$ cat src/rtl/dta_pkg.sv
package dta_pkg;
  localparam int NTH = 2;
  localparam int NPOOL = 3;

  typedef enum int {
    POOL_ROB = 0,
    POOL_LD  = 1,
    POOL_ST  = 2
  } pool_e;

  function automatic int pool_cap(input int idx, input int rob_n, input int ld_n, input int st_n);
    case (idx)
      POOL_ROB: return rob_n;
      POOL_LD:  return ld_n;
      default:  return st_n;
    endcase
  endfunction
endpackage

$ cat src/rtl/dta_pool.sv
module dta_pool #(
  parameter int CAP = 24
) (
  input  logic       clk,
  input  logic       rst,
  input  logic       comb_i,
  input  logic [1:0] alloc_i,
  input  logic [1:0] rel_i,
  output logic [1:0] room_o
);
  localparam int W    = $clog2(CAP + 1);
  localparam int HALF = CAP / 2;

  logic [W-1:0] cnt [2];
  logic [W:0]   total;
  logic [W-1:0] lim;

  assign total = {1'b0, cnt[0]} + {1'b0, cnt[1]};
  assign lim   = comb_i ? W'(CAP) : W'(HALF);

  for (genvar t = 0; t < 2; t++) begin : g_thr
    assign room_o[t] = (cnt[t] < lim) && (total < (W+1)'(CAP));

    always_ff @(posedge clk) begin
      if (rst) cnt[t] <= '0;
      else     cnt[t] <= cnt[t] + W'(alloc_i[t]) - W'(rel_i[t]);
    end

    assert_alloc_has_room_R2: assert property (@(posedge clk) disable iff (rst)
      alloc_i[t] |-> room_o[t]);
    assert_partition_cap_R3: assert property (@(posedge clk) disable iff (rst)
      (alloc_i[t] && !comb_i) |=> (cnt[t] <= W'(HALF)));
    assert_no_underflow_R8: assert property (@(posedge clk) disable iff (rst)
      (rel_i[t] && !alloc_i[t]) |-> (cnt[t] != '0));
  end

  assert_total_bound_R4: assert property (@(posedge clk) disable iff (rst)
    total <= (W+1)'(CAP));
endmodule

$ cat src/rtl/dta_pick.sv
module dta_pick (
  input  logic       clk,
  input  logic       rst,
  input  logic [1:0] elig_i,
  output logic [1:0] take_o
);
  logic turn;

  always_comb begin
    take_o = 2'b00;
    if (!rst) begin
      if (elig_i == 2'b11) take_o[turn] = 1'b1;
      else                 take_o = elig_i;
    end
  end

  always_ff @(posedge clk) begin
    if (rst)            turn <= 1'b0;
    else if (take_o[0]) turn <= 1'b1;
    else if (take_o[1]) turn <= 1'b0;
  end

  assert_one_take_R9: assert property (@(posedge clk) disable iff (rst)
    $onehot0(take_o));
  assert_alt_after0_R5: assert property (@(posedge clk) disable iff (rst)
    (take_o == 2'b01) |=> ((elig_i == 2'b11) -> (take_o == 2'b10)));
  assert_alt_after1_R5: assert property (@(posedge clk) disable iff (rst)
    (take_o == 2'b10) |=> ((elig_i == 2'b11) -> (take_o == 2'b01)));
  assert_lone_served_R6: assert property (@(posedge clk) disable iff (rst)
    ((elig_i == 2'b01) |-> (take_o == 2'b01)) and ((elig_i == 2'b10) |-> (take_o == 2'b10)));
endmodule

$ cat src/rtl/dual_thread_alloc.sv
module dual_thread_alloc #(
  parameter int ROB_N = 126,
  parameter int LD_N  = 48,
  parameter int ST_N  = 24
) (
  input  logic       clk,
  input  logic       rst,
  input  logic       shared_mode_i,
  input  logic [1:0] op_valid_i,
  input  logic [1:0] op_load_i,
  input  logic [1:0] op_store_i,
  input  logic [1:0] rel_rob_i,
  input  logic [1:0] rel_ld_i,
  input  logic [1:0] rel_st_i,
  output logic [1:0] take_o,
  output logic [1:0] stall_o
);
  import dta_pkg::*;

  logic [1:0] need [NPOOL];
  logic [1:0] rel  [NPOOL];
  logic [1:0] room [NPOOL];
  logic [1:0] fits;
  logic [1:0] elig;

  always_comb begin
    need[POOL_ROB] = 2'b11;
    need[POOL_LD]  = op_load_i;
    need[POOL_ST]  = op_store_i;
    rel[POOL_ROB]  = rel_rob_i;
    rel[POOL_LD]   = rel_ld_i;
    rel[POOL_ST]   = rel_st_i;
    fits = 2'b11;
    for (int p = 0; p < NPOOL; p++) fits = fits & (room[p] | ~need[p]);
  end

  assign elig    = op_valid_i & fits;
  assign stall_o = op_valid_i & ~fits;

  for (genvar p = 0; p < NPOOL; p++) begin : g_pool
    localparam int CAP = pool_cap(p, ROB_N, LD_N, ST_N);
    dta_pool #(.CAP(CAP)) u_pool (
      .clk    (clk),
      .rst    (rst),
      .comb_i (shared_mode_i),
      .alloc_i(take_o & need[p]),
      .rel_i  (rel[p]),
      .room_o (room[p])
    );
  end

  dta_pick u_pick (
    .clk   (clk),
    .rst   (rst),
    .elig_i(elig),
    .take_o(take_o)
  );

  assert_stall_excl_R7: assert property (@(posedge clk) disable iff (rst)
    (stall_o & take_o) == 2'b00);
endmodule

$ cat config.mk
export PLATFORM = sky130hd
export DESIGN_NAME = dual_thread_alloc
export DESIGN_NICKNAME = d
export VERILOG_FILES = /design/src/rtl/dta_pkg.sv /design/src/rtl/dta_pool.sv /design/src/rtl/dta_pick.sv /design/src/rtl/dual_thread_alloc.sv
export SDC_FILE = /design/constraint.sdc
export NUM_CORES = 1
export LEC_CHECK = 0
export BUFFER_PORTS_ARGS = -buffer_cell sky130_fd_sc_hd__clkbuf_2
export CAP_MARGIN = 25
export CORE_MARGIN = 5
export CORE_UTILIZATION = 60
export CTS_CLUSTER_SIZE = 10
export DETAILED_ROUTE_END_ITERATION = 16
export MAX_ROUTING_LAYER = met4
export PLACE_DENSITY = 0.79
export SYNTH_ARGS = -nofsm -noshare
export SYNTH_HDL_FRONTEND = slang
export SYNTH_HIERARCHICAL = 1
export SYNTH_SLANG_ARGS = --single-unit
$ cat constraint.sdc
create_clock -name clk -period 3.96 [get_ports clk]
set_input_delay 0.198 -clock clk [delete_from_list [all_inputs] [get_ports clk]]
set_output_delay 0.198 -clock clk [all_outputs]
set_load 0.02 [all_outputs]
==> flow_metrics.env <==
export IMPL_synth_edf_count=0
export IMPL_syn_area_per_cell_um2=8.51
export IMPL_fin_crit_ps=3870
export IMPL_ys_flop_type="dfxtp_1"
export IMPL_power_leakage_nw=1.78
export IMPL_outcome="finished clean"
export IMPL_slew_headroom=0.736
export IMPL_start_util=0.622
export IMPL_fin_nets=489
export IMPL_wl_per_cell_um=14.3
export IMPL_synth_top_family_by_area="adder cells"
export IMPL_grtUsageTotal=0.200
export IMPL_worstHoldPathType="input port to flop"
export IMPL_crit_path_start_kind="flop"
export IMPL_ant_nets=0
export IMPL_via_count=2691
export IMPL_fillerInstances=399
export IMPL_final_common_cell="inv_1"
export IMPL_cp_required_ps=4140
export IMPL_clock_sinks=37
export IMPL_grt_overflow=0
export IMPL_synthArstFlopShare=0
export IMPL_synth_seq_cells=37
export IMPL_tightest_slew_ps=396
export IMPL_reg2reg_to="g_pool[2].u_pool/cnt[1][4]"
export IMPL_rows=26
export IMPL_syn_area_um2=3220
export IMPL_clockRootBuffer="clkbuf_8"
export IMPL_dp_hpwl_um=5110
export IMPL_placement_cell_area_um2=3410
export IMPL_hold_viol=0
export IMPL_power_density_nw_per_um2=876
export IMPL_hold_ws_ps=358
export IMPL_ios=19
export IMPL_antenna_found_initial=0
export IMPL_antenna_cells_inserted=0
export IMPL_max_vdd_ir_drop_mv=0.448
export IMPL_reg2reg_slack_ps=90
export IMPL_synth_area_mux_share=0.00623
export IMPL_netlist_instances=378
export IMPL_r2r_cells=18
export IMPL_synthSimpleGateAreaFrac=0.200
export IMPL_fmax_ghz=0.258
export IMPL_core_area_um2=5170
export IMPL_synth_nets=461
export IMPL_min_period_over_period=0.977
export IMPL_synth_cell_types=45
export IMPL_cts_tree="built"
export IMPL_crit_path_start="g_pool[0].u_pool/cnt[1][0]"
export IMPL_dr_pass1_iters=4
export IMPL_die_h_um=83.2
export IMPL_die_area_um2=6920
export IMPL_place_congestion=0.840
export IMPL_synth_compound_area_share=0.156
export IMPL_post_route_drc_count=0
export IMPL_crit_end="g_pool[2].u_pool/cnt[1][4]"
export IMPL_grt_max_degree=36
export IMPL_final_cell_mix="inv_1, ha_1, dfxtp_1, nor2_1, clkbuf_2"
export IMPL_area_growth_pct=13.3
export IMPL_cts_buffers=5
export IMPL_grt_pass1_vias=2589
export IMPL_ys_seq_area_frac=0.230
export IMPL_grt_pass1_wl_um=11500
export IMPL_drive_gt1_frac=0.147
export IMPL_fin_util=0.704
export IMPL_final_max_slew_viol_count=0
export IMPL_crit_path_max_fanout=4
export IMPL_drv_cap=0
export IMPL_viasPerCell=5.64
export IMPL_port_buffers=18
export IMPL_skew_ps=9.25
export IMPL_finalWirelength_um=6810
export IMPL_ctsLongestPathBuffers=2
export IMPL_critical_path_class="flop to flop"
export IMPL_r2r_start="g_pool[0].u_pool/cnt[1][0]"
export IMPL_htree_levels=2
export IMPL_die_w_um=83.2
export IMPL_setup_viol=0
export IMPL_arrival_ps=4050
export IMPL_drtIter0Drc=154
export IMPL_end_kind="flop"
export IMPL_clk_pin_slew_ps=80
export IMPL_yosysWarningCount=6
export IMPL_synth_adder_area_share=0.281
export IMPL_worstSkewPairLatency_ps=300
export IMPL_design_area_um2=3640
export IMPL_synth_xor_area_frac=0.0463
==> layer usage <==
layer  global-route usage  part of all wire  vias to the layer above
met1                0.270              0.47                     1249
met4               0.0416             0.014                        0
met3               0.0406             0.052                       14
li1                     -                 -                     1366
met2                0.312              0.47                       62
met5                    -                 0                        -
==> synthesized netlist by cell type, drive strengths merged, types with 2 or more instances <==
cell,number,area share
and4,2,0.0054
a31o,2,0.0054
nor2b,17,0.033
a22o,2,0.0054
nor2,19,0.022
o311ai,2,0.0054
ha,61,0.24
a21o,14,0.033
nor4,5,0.0097
o211ai,4,0.0093
mux2i,2,0.0062
or3,6,0.012
nand3,7,0.011
o2111ai,2,0.0054
a211oi,6,0.017
dfxtp,37,0.23
and2,7,0.014
xnor2,8,0.022
o21ai,6,0.0093
fa,7,0.044
a21boi,3,0.0070
a21oi,20,0.036
nor3b,7,0.018
nand2b,6,0.012
xor2,9,0.025
a31oi,8,0.016
inv,62,0.072
buf,4,0.0058
nand4,3,0.0058
and3,2,0.0039
nor3,16,0.025
nand2,15,0.018
==> per-stage QoR <==
step / setup WS [ps] / cells / TNS, ps / power, mW
2_1_floorplan: 94.5 / 378 / 0 / 2.21
3_3_place_gp: 134 / 466 / 0 / 2.54
3_5_place_dp: -25.5 / 466 / -50.0 / 2.63
4_1_cts: 5.21 / 474 / 0 / 3.05
5_1_grt: -161 / 477 / -480 / 3.53
6_report: 89.9 / 477 / 0 / 3.19
==> worst min-delay path by stage <==
stage,start,to,slack (ps),cells after the start
after floorplan,rst,u_pick/turn,350,2
after detailed placement,u_pick/turn,u_pick/turn,510,1
after global placement,u_pick/turn,u_pick/turn,510,1
after CTS,rst,g_pool[2].u_pool/cnt[0][1],330,2
final,rst,g_pool[2].u_pool/cnt[1][2],360,2
after global routing,rst,g_pool[2].u_pool/cnt[0][1],360,2
==> state kept, by name, indices dropped and copies added, names as in the netlist <==
signal,count
g_pool.u_pool/cnt,36
u_pick/turn,1
==> power breakdown <==
group | leakage [nW] | internal, mW | switching (mW)
sequential | 0.309 | 0.539 | 0.165
clock | 0.0681 | 0.250 | 0.145
combinational | 1.41 | 0.987 | 1.10
total | 1.78 | 1.78 | 1.42
==> area by class of cell <==
cell class              instances  area, µm²  share of cell area
clock buffers                   5       68.8              0.0189
clock inverters                 3       65.1              0.0179
inverters                      62        233              0.0639
multi-input cells             274       2300               0.631
flip-flops and latches         37        741               0.203
well taps                      70       87.6              0.0240
repair buffers                 26        150              0.0412
==> critical path, cell delays in order, from the launching register on <==
cell and delay (ps):
dfxtp_1 320, inv_1 70, nor2_1 60, fa_2 380, a21o_1 190, a211oi_2 250, nor4_2 80, nor4bb_4 170
nor4_2 350, and4_1 270, nor2b_2 200, nor3b_4 70, and2_1 190, ha_1 220, fa_1 410, a21o_1 170
a21oi_1 170, xnor2_1 150, nor2_1 50
==> logic make-up after synthesis <==
family          Yosys count
simple gates            115
xor+xnor                 17
fa+ha+maj                68
flops                    37
buf+inv                  67
compound gates           72
mux                       2
==> timing repair <==
action,4_1_cts,5_1_grt
buffers inserted,0,3
gates resized for setup,4,19
hold buffers,0,0
pin swaps,2,10
setup endpoints to repair,3,9
No activity file was read; power rests on OpenSTA's default activity.
